===== src/rtl/lcd_raster_pkg.sv =====
`timescale 1ns/1ps
package lcd_raster_pkg;
  parameter int HS_W  = 10;
  parameter int VS_W  = 6;
  parameter int VP_W  = 8;
  parameter int WQ_W  = 7;
  parameter int LN_W  = 11;
  parameter int DIV_W = 8;

  localparam int HOR_W  = 3 * HS_W;
  localparam int VER_W  = VS_W + 2 * VP_W;
  localparam int AREA_W = WQ_W + LN_W;
  localparam int CTL_W  = DIV_W + 5;
  localparam int XW     = WQ_W + 4;
  localparam int YW     = LN_W;
  localparam int HCNT_W = $clog2(3 * (2 ** HS_W) + 2 ** XW + 1);
  localparam int VCNT_W = $clog2(2 ** VS_W + 2 * (2 ** VP_W) + 2 ** LN_W + 1);

  typedef struct packed {
    logic [HS_W-1:0] h_front_m1;
    logic [HS_W-1:0] h_back_m1;
    logic [HS_W-1:0] h_sync_m1;
  } hor_t;

  typedef struct packed {
    logic [VP_W-1:0] v_front;
    logic [VP_W-1:0] v_back;
    logic [VS_W-1:0] v_sync_m1;
  } ver_t;

  typedef struct packed {
    logic [LN_W-1:0] lines_m1;
    logic [WQ_W-1:0] width_q;
  } area_t;

  typedef struct packed {
    logic             sync_rise;
    logic             sync_sel;
    logic             inv_pclk;
    logic             inv_vs;
    logic             inv_hs;
    logic [DIV_W-1:0] divisor;
  } ctl_t;

  typedef struct packed {
    hor_t  hor;
    ver_t  ver;
    area_t area;
    ctl_t  ctl;
  } cfg_t;
endpackage


===== src/rtl/lcd_pixclk_div.sv =====
`timescale 1ns/1ps
module lcd_pixclk_div #(
  parameter int DW = 8
) (
  input  logic          clk,
  input  logic          rst_n,
  input  logic          run,
  input  logic [DW-1:0] divisor,
  output logic          tick,
  output logic          half_tick,
  output logic          pclk_lvl
);
  logic [DW-1:0] cnt_q, cnt_d, half;

  always_comb begin
    half      = divisor >> 1;
    tick      = run && (cnt_q == divisor - 1'b1);
    half_tick = run && (cnt_q == half - 1'b1);
    pclk_lvl  = run && (cnt_q >= half);
    if (!run || tick) cnt_d = '0;
    else              cnt_d = cnt_q + 1'b1;
  end

  always_ff @(posedge clk or negedge rst_n) begin
    if (!rst_n) cnt_q <= '0;
    else        cnt_q <= cnt_d;
  end

  AST_TICK_SPACED: assert property (@(posedge clk) disable iff (!rst_n)
    tick |=> !tick);
  AST_PHASE_BOUND: assert property (@(posedge clk) disable iff (!rst_n)
    run |-> (cnt_q < divisor));
endmodule


===== src/rtl/lcd_axis_seq.sv =====
`timescale 1ns/1ps
module lcd_axis_seq #(
  parameter int CNT_W = 13,
  parameter int OUT_W = 11
) (
  input  logic             clk,
  input  logic             rst_n,
  input  logic             run,
  input  logic             adv,
  input  logic [CNT_W-1:0] sync_len,
  input  logic [CNT_W-1:0] back_len,
  input  logic [CNT_W-1:0] act_len,
  input  logic [CNT_W-1:0] front_len,
  output logic             in_sync,
  output logic             in_act,
  output logic             last,
  output logic [OUT_W-1:0] act_pos
);
  logic [CNT_W-1:0] pos_q, pos_d, act_start, act_end, total;

  always_comb begin
    act_start = sync_len + back_len;
    act_end   = act_start + act_len;
    total     = act_end + front_len;
    last      = (pos_q == total - 1'b1);
    in_sync   = run && (pos_q < sync_len);
    in_act    = run && (pos_q >= act_start) && (pos_q < act_end);
    act_pos   = in_act ? OUT_W'(pos_q - act_start) : '0;
    if (!run)     pos_d = '0;
    else if (adv) pos_d = last ? '0 : pos_q + 1'b1;
    else          pos_d = pos_q;
  end

  always_ff @(posedge clk or negedge rst_n) begin
    if (!rst_n) pos_q <= '0;
    else        pos_q <= pos_d;
  end

  AST_IDLE_AT_ORIGIN: assert property (@(posedge clk) disable iff (!rst_n)
    !run |=> (pos_q == '0));
  AST_POS_IN_SPAN: assert property (@(posedge clk) disable iff (!rst_n)
    run |-> (pos_q < total));
endmodule


===== src/rtl/lcd_raster_timer.sv =====
`timescale 1ns/1ps
module lcd_raster_timer
  import lcd_raster_pkg::*;
(
  input  logic              clk_ref,
  input  logic              rst_n,
  input  logic              raster_en,
  input  logic [HOR_W-1:0]  cfg_hor,
  input  logic [VER_W-1:0]  cfg_ver,
  input  logic [AREA_W-1:0] cfg_area,
  input  logic [CTL_W-1:0]  cfg_ctl,
  output logic              pclk_o,
  output logic              hsync_o,
  output logic              vsync_o,
  output logic              de_o,
  output logic [XW-1:0]     x_o,
  output logic [YW-1:0]     y_o
);
  cfg_t shd_q, shd_d, cfg_in;
  logic [DIV_W-1:0] div_eff;
  logic tick, half_tick, pclk_lvl;
  logic [HCNT_W-1:0] h_sync_len, h_back_len, h_act_len, h_front_len;
  logic [VCNT_W-1:0] v_sync_len, v_back_len, v_act_len, v_front_len;
  logic h_sync, h_act, h_last, v_sync, v_act, v_last;
  logic frame_wrap, use_late;
  logic [1:0] sync_now, late_q, late_d, sync_sel;

  // shadow bank: follows the inputs while idle, reloads at frame end
  always_comb begin
    cfg_in.hor  = hor_t'(cfg_hor);
    cfg_in.ver  = ver_t'(cfg_ver);
    cfg_in.area = area_t'(cfg_area);
    cfg_in.ctl  = ctl_t'(cfg_ctl);
    shd_d = (!raster_en || frame_wrap) ? cfg_in : shd_q;
  end

  always_ff @(posedge clk_ref or negedge rst_n) begin
    if (!rst_n) shd_q <= '0;
    else        shd_q <= shd_d;
  end

  // field decode into lengths
  always_comb begin
    div_eff     = (shd_q.ctl.divisor < DIV_W'(2)) ? DIV_W'(2) : shd_q.ctl.divisor;
    h_sync_len  = HCNT_W'(shd_q.hor.h_sync_m1) + 1'b1;
    h_back_len  = HCNT_W'(shd_q.hor.h_back_m1) + 1'b1;
    h_front_len = HCNT_W'(shd_q.hor.h_front_m1) + 1'b1;
    h_act_len   = HCNT_W'({shd_q.area.width_q, 4'hF}) + 1'b1;
    v_sync_len  = VCNT_W'(shd_q.ver.v_sync_m1) + 1'b1;
    v_back_len  = VCNT_W'(shd_q.ver.v_back);
    v_front_len = VCNT_W'(shd_q.ver.v_front);
    v_act_len   = VCNT_W'(shd_q.area.lines_m1) + 1'b1;
  end

  lcd_pixclk_div #(.DW(DIV_W)) u_div (
    .clk(clk_ref), .rst_n(rst_n), .run(raster_en), .divisor(div_eff),
    .tick(tick), .half_tick(half_tick), .pclk_lvl(pclk_lvl)
  );

  lcd_axis_seq #(.CNT_W(HCNT_W), .OUT_W(XW)) u_hax (
    .clk(clk_ref), .rst_n(rst_n), .run(raster_en), .adv(tick),
    .sync_len(h_sync_len), .back_len(h_back_len), .act_len(h_act_len), .front_len(h_front_len),
    .in_sync(h_sync), .in_act(h_act), .last(h_last), .act_pos(x_o)
  );

  lcd_axis_seq #(.CNT_W(VCNT_W), .OUT_W(YW)) u_vax (
    .clk(clk_ref), .rst_n(rst_n), .run(raster_en), .adv(tick && h_last),
    .sync_len(v_sync_len), .back_len(v_back_len), .act_len(v_act_len), .front_len(v_front_len),
    .in_sync(v_sync), .in_act(v_act), .last(v_last), .act_pos(y_o)
  );

  assign frame_wrap = tick && h_last && v_last;
  assign use_late   = shd_q.ctl.sync_sel && shd_q.ctl.sync_rise;
  assign sync_now   = {v_sync, h_sync};

  // half-pixel delayed copy of the syncs, one bit per axis
  for (genvar g = 0; g < 2; g++) begin : g_late
    always_comb begin
      if (!raster_en)     late_d[g] = 1'b0;
      else if (half_tick) late_d[g] = sync_now[g];
      else                late_d[g] = late_q[g];
      sync_sel[g] = use_late ? late_q[g] : sync_now[g];
    end
    always_ff @(posedge clk_ref or negedge rst_n) begin
      if (!rst_n) late_q[g] <= 1'b0;
      else        late_q[g] <= late_d[g];
    end
  end

  assign hsync_o = sync_sel[0] ^ shd_q.ctl.inv_hs;
  assign vsync_o = sync_sel[1] ^ shd_q.ctl.inv_vs;
  assign pclk_o  = pclk_lvl ^ shd_q.ctl.inv_pclk;
  assign de_o    = h_act && v_act;

  AST_SHADOW_HELD: assert property (@(posedge clk_ref) disable iff (!rst_n)
    (raster_en && !frame_wrap) |=> $stable(shd_q));
  AST_DE_OUTSIDE_SYNC: assert property (@(posedge clk_ref) disable iff (!rst_n)
    de_o |-> !(h_sync || v_sync));
  AST_IDLE_QUIET: assert property (@(posedge clk_ref) disable iff (!rst_n)
    !raster_en |-> (!de_o && x_o == '0 && y_o == '0));
  AST_WRAP_ON_TICK: assert property (@(posedge clk_ref) disable iff (!rst_n)
    frame_wrap |=> (x_o == '0 && y_o == '0 && !de_o));
endmodule


===== config.mk =====
export PLATFORM = sky130hd
export DESIGN_NAME = lcd_raster_timer
export DESIGN_NICKNAME = d
export VERILOG_FILES = /design/src/rtl/lcd_raster_pkg.sv /design/src/rtl/lcd_pixclk_div.sv /design/src/rtl/lcd_axis_seq.sv /design/src/rtl/lcd_raster_timer.sv
export SDC_FILE = /design/constraint.sdc
export NUM_CORES = 1
export LEC_CHECK = 0
export ABC_CLOCK_PERIOD_IN_PS = 8560
export BUFFER_PORTS_ARGS = -buffer_cell sky130_fd_sc_hd__buf_2
export CAP_MARGIN = 0
export CORE_ASPECT_RATIO = 2
export CORE_UTILIZATION = 25
export CTS_CLUSTER_DIAMETER = 50
export DETAILED_ROUTE_END_ITERATION = 16
export HOLD_SLACK_MARGIN = 0.05
export PLACE_DENSITY = 0.43
export RECOVER_POWER = 100
export SLEW_MARGIN = 20
export SYNTH_ARGS = -nofsm -noshare
export SYNTH_HDL_FRONTEND = slang
export SYNTH_HIERARCHICAL = 1
export SYNTH_SLANG_ARGS = --single-unit
export TNS_END_PERCENT = 5

===== constraint.sdc =====
create_clock -name clk_ref -period 8.56 [get_ports clk_ref]
set_input_delay 2.14 -clock clk_ref [delete_from_list [all_inputs] [get_ports clk_ref]]
set_output_delay 2.14 -clock clk_ref [all_outputs]
set_load 0.02 [all_outputs]

==> results.sh <==
export IMPL_violations="max-capacitance violations, max-slew violations"
export IMPL_synth_ff_type="sky130_fd_sc_hd__dfrtp_1"
export IMPL_finalClockSkew_ns=0.0166
export IMPL_globalRouteOverflowTotal=0
export IMPL_die_area_um2=52500
export IMPL_die_w_um=163
export IMPL_gp_congestion=0.920
export IMPL_max_freq_mhz=123
export IMPL_worst_setup_slack_after_layout_ns=0.424
export IMPL_power_share_clock_pct=15.6
export IMPL_detail_route_vias_per_cell=4.72
export IMPL_placed_cells_incl_taps=2209
export IMPL_setup_violations=0
export IMPL_wl_per_cell_um=18.4
export IMPL_drv_max_cap_violation_count=2
export IMPL_critPathKind="flop to output port"
export IMPL_hold_violations_final=0
export IMPL_worst_slew_pin_slew_ns=2.99
export IMPL_critical_path_peak_fanout=8
export IMPL_clk_latency_ns=0.45
export IMPL_core_um2=50900
export IMPL_crit_path_max_incr_delay_ns=0.44
export IMPL_postSynthCellCount=1424
export IMPL_cts_clk_slew_worst_paths_ns=0.06
export IMPL_grt_setup_unrepaired="yes"
export IMPL_pwr_density_cell_nw_per_um2=323
export IMPL_synth_async_reset_ratio_pct=100
export IMPL_synthesis_warning_total=6
export IMPL_result_of_the_run="complete, but fails checks"
export IMPL_cellLeakagePower_nw=7.09
export IMPL_grt_start_max_net_pins=71
export IMPL_synth_seq_area_share_pct=22.9
export IMPL_hold_class="flop to flop"
export IMPL_layout_area_overhead_vs_synth_pct=15.0
export IMPL_port_bufs=111
export IMPL_num_nets_final=1844
export IMPL_synth_lib_cells_used_distinct=84
export IMPL_layout_min_cycle_time_ns=8.14
export IMPL_postCtsHoldBufs=0
export IMPL_max_vdd_ir_drop_mv=0.175
export IMPL_hpwlAfterDp_mm=34.6
export IMPL_insertedDiodeCount=0
export IMPL_crit_path_end_kind="output port"
export IMPL_cts_max_level=4
export IMPL_comb_power_share_pct=70.7
export IMPL_switching_share_pct=48.7
export IMPL_drt_drc_violations_left=0
export IMPL_cp_arrival_ns=6.00
export IMPL_slew_headroom_pct=-99.2
export IMPL_drt_initial_drc_count=384
export IMPL_post_synth_instance_area_um2=12900
export IMPL_dr_total_vias=10586
export IMPL_critical_path_slowest_cell="sky130_fd_sc_hd__dfrtp_1"
export IMPL_p_seq_share_pct=13.7
export IMPL_multi_input_comb_area_um2=9130
export IMPL_first_global_vias=11122
export IMPL_fin_cells=2242
export IMPL_path_cells="ha_1 -> xor2_1 -> ha_1 -> nor2b_1 -> o21ai_0 -> a21boi_0 -> o21ai_1 -> nand2_1 -> xor2_1 -> clkbuf_2 -> ha_1 -> nand2_1 -> a21oi_1 -> o21ai_0 -> mux2_1 -> a2111oi_2 -> clkbuf_1 -> ha_1 -> or2_2 -> a21oi_1 -> a21oi_1 -> buf_4 -> nor4bb_1 -> buf_2"
export IMPL_critical_path_startpoint_type="flop"
export IMPL_cts_sink_count=118
export IMPL_drive_gt1_share_pct=16.1
export IMPL_ys_ff_latch=118
export IMPL_ioPinCount=112
export IMPL_worst_ep_required_time_ns=6.42
export IMPL_grt_use_total_pct=16.2
export IMPL_tritoncts="built"
export IMPL_setup_slack_after_placement_ns=0.496
export IMPL_detail_route_antenna_nets=0
export IMPL_die_h_um=323
export IMPL_floorplan_rows=117
export IMPL_postSynthAreaPerCell_um2=9.05
export IMPL_path_common_cell="sky130_fd_sc_hd__ha_1"
export IMPL_switchingPower_w=0.00234
export IMPL_global_route_wire_length_before_repair_mm=62.9
export IMPL_floorplan_initialDensity_pct=25.3
export IMPL_cts_buffers_inserted=17
export IMPL_number_of_antenna_violations_at_the_first_check_in_global_routing=2
export IMPL_firstDrtPassIters=5
export IMPL_totalWireLength_mm=41.2
export IMPL_root_buf_cell="sky130_fd_sc_hd__clkbuf_16"
export IMPL_timing_max_transition_violations_final=121
export IMPL_synth_enable_flop_cells=0
export IMPL_n_fill_cell=5555
export IMPL_cts_max_path_buffers=2
export IMPL_internal_power_w=0.00246
export IMPL_regArea_um2=2960
export IMPL_final_min_period_over_clock_period_pct=95.1
metrics by stage:
step / util, % / total power [W] / hold WS, ns / TNS (ns) / cell area (µm²)
finish: 29.1 / 0.00479 / 0.490 / 0 / 14800
global route: 29.1 / 0.00523 / 0.519 / -0.0262 / 14800
CTS: 29.3 / 0.00487 / 0.511 / 0 / 14900
detailed placement: 28.1 / 0.00408 / 0.497 / 0 / 14300
global placement: 28.1 / 0.00406 / 0.494 / 0 / 14300
floorplan: - / 0.00322 / 0.479 / 0 / 13000
area by class of cell:
cell class | count | area share, %
Multi-Input combinational cell | 1142 | 61.6
Clock buffer | 17 | 2.87
Inverter | 165 | 4.18
Tap cell | 654 | 5.52
Clock inverter | 15 | 1.13
Sequential cell | 118 | 20.0
Timing Repair Buffer | 131 | 4.76
kinds of logic after synthesis:
family	after synthesis	synth area share (%)
DFF	118	22.9
muxes	88	9.69
and+or+nand+nor	397	16.0
other	1	0.0291
adders and majority gates	184	18.3
AOI/OAI and AO/OA	257	13.6
buffers and inverters	197	6.92
xor gates and xnor gates	182	12.5
power groups by stage:
stage | sequential, W | combinational, W | clock, W
4_1_cts | 0.000659 | 0.00344 | 0.000774
5_1_grt | 0.000667 | 0.00377 | 0.000795
2_1_floorplan | 0.000641 | 0.00258 | 0
3_3_place_gp | 0.000668 | 0.00339 | 0
6_report | 0.000658 | 0.00339 | 0.000747
3_5_place_dp | 0.000669 | 0.00341 | 0
timing repair:
item / in CTS / in global routing
pin swaps: 0 / 3
resized for setup: 1 / 24
gates cloned: 0 / 0
setup buffers: 0 / 1
setup endpoints to repair: 1 / 21
synthesized netlist by cell type, types with 4 or more instances:
master                      instances  area share [%]
sky130_fd_sc_hd__ha_1             175              17
sky130_fd_sc_hd__inv_1            164             4.8
sky130_fd_sc_hd__dfrtp_1          118              23
sky130_fd_sc_hd__xnor2_1          109             7.4
sky130_fd_sc_hd__nand2_1           86             2.5
sky130_fd_sc_hd__nor2_1            85             2.5
sky130_fd_sc_hd__xor2_1            71             4.8
sky130_fd_sc_hd__mux2_4            70             8.2
sky130_fd_sc_hd__a21oi_1           67             2.6
sky130_fd_sc_hd__nand3_1           51             2.0
sky130_fd_sc_hd__o21ai_0           49             1.9
sky130_fd_sc_hd__nor3_1            30             1.2
sky130_fd_sc_hd__a21o_1            28             1.6
sky130_fd_sc_hd__and3_1            26             1.3
sky130_fd_sc_hd__nand4_1           24             1.2
sky130_fd_sc_hd__nand2b_1          20            0.97
sky130_fd_sc_hd__nor2b_1           20            0.97
sky130_fd_sc_hd__o21a_1            16            0.93
sky130_fd_sc_hd__a211oi_1          15            0.87
sky130_fd_sc_hd__clkbuf_1          15            0.44
sky130_fd_sc_hd__mux2_2            14             1.2
sky130_fd_sc_hd__o211ai_1          13            0.76
sky130_fd_sc_hd__and4_1             9            0.61
sky130_fd_sc_hd__or3_1              9            0.44
sky130_fd_sc_hd__a31oi_1            8            0.39
sky130_fd_sc_hd__fa_1               8             1.2
sky130_fd_sc_hd__a2111oi_0          7            0.48
sky130_fd_sc_hd__buf_12             7             1.1
sky130_fd_sc_hd__o21bai_1           6            0.35
sky130_fd_sc_hd__and2_1             5            0.24
sky130_fd_sc_hd__nor4_1             5            0.24
sky130_fd_sc_hd__o22ai_1            5            0.24
sky130_fd_sc_hd__a21boi_0           4            0.23
sky130_fd_sc_hd__mux2i_1            4            0.31
sky130_fd_sc_hd__nor3b_1            4            0.23
sequential cells by signal, summed over array words and instances (netlist names):
register	flops
u_vax/pos_q	12
shd_q	83
u_hax/pos_q	13
late_q	2
u_div/cnt_q	8
placed cells by master (no fill, tap or decap), types with 46 or more instances in the layout:
cell type	count
sky130_fd_sc_hd__nor2_1	84
sky130_fd_sc_hd__mux2_4	50
sky130_fd_sc_hd__xnor2_1	108
sky130_fd_sc_hd__xor2_1	70
sky130_fd_sc_hd__o21ai_0	46
sky130_fd_sc_hd__ha_1	173
sky130_fd_sc_hd__inv_1	164
sky130_fd_sc_hd__nand2_1	87
sky130_fd_sc_hd__buf_2	106
sky130_fd_sc_hd__nand3_1	51
sky130_fd_sc_hd__a21oi_1	65
sky130_fd_sc_hd__dfrtp_1	113
routing by layer:
layer | GRT usage (%) | part of all wire (%) | vias up
li1 | - | - | 5270
met1 | 14.9 | 34 | 5047
met2 | 33.3 | 58 | 193
met3 | 1.80 | 2.2 | 76
met4 | 9.41 | 5.2 | 0
met5 | 0 | 0 | -
worst max-delay path: cells and delay by family (launching register included):
family                     cells  cell delay, ns
buffers and inverters          4            0.80
DFF                            1            0.44
AOI/OAI and AO/OA              8            1.47
and+or+nand+nor                5            0.90
adders and majority gates      4            1.20
muxes                          1            0.36
xor gates and xnor gates       2            0.39
path summary, 6_finish.rpt:
check	endpoint	from	slack, ns	cells after the start
max	y_o[4]	shd_q[31]	0.42	24
max in group asynchronous	shd_q[63]	rst_n	2.72	2
min	shd_q[52]	shd_q[52]	0.49	1
max reg2reg	shd_q[23]	shd_q[31]	0.49	31
min reg2reg	shd_q[52]	shd_q[52]	0.49	1
min in group asynchronous	shd_q[28]	rst_n	2.66	1
Note: power is estimated with default switching activity, not from simulation.
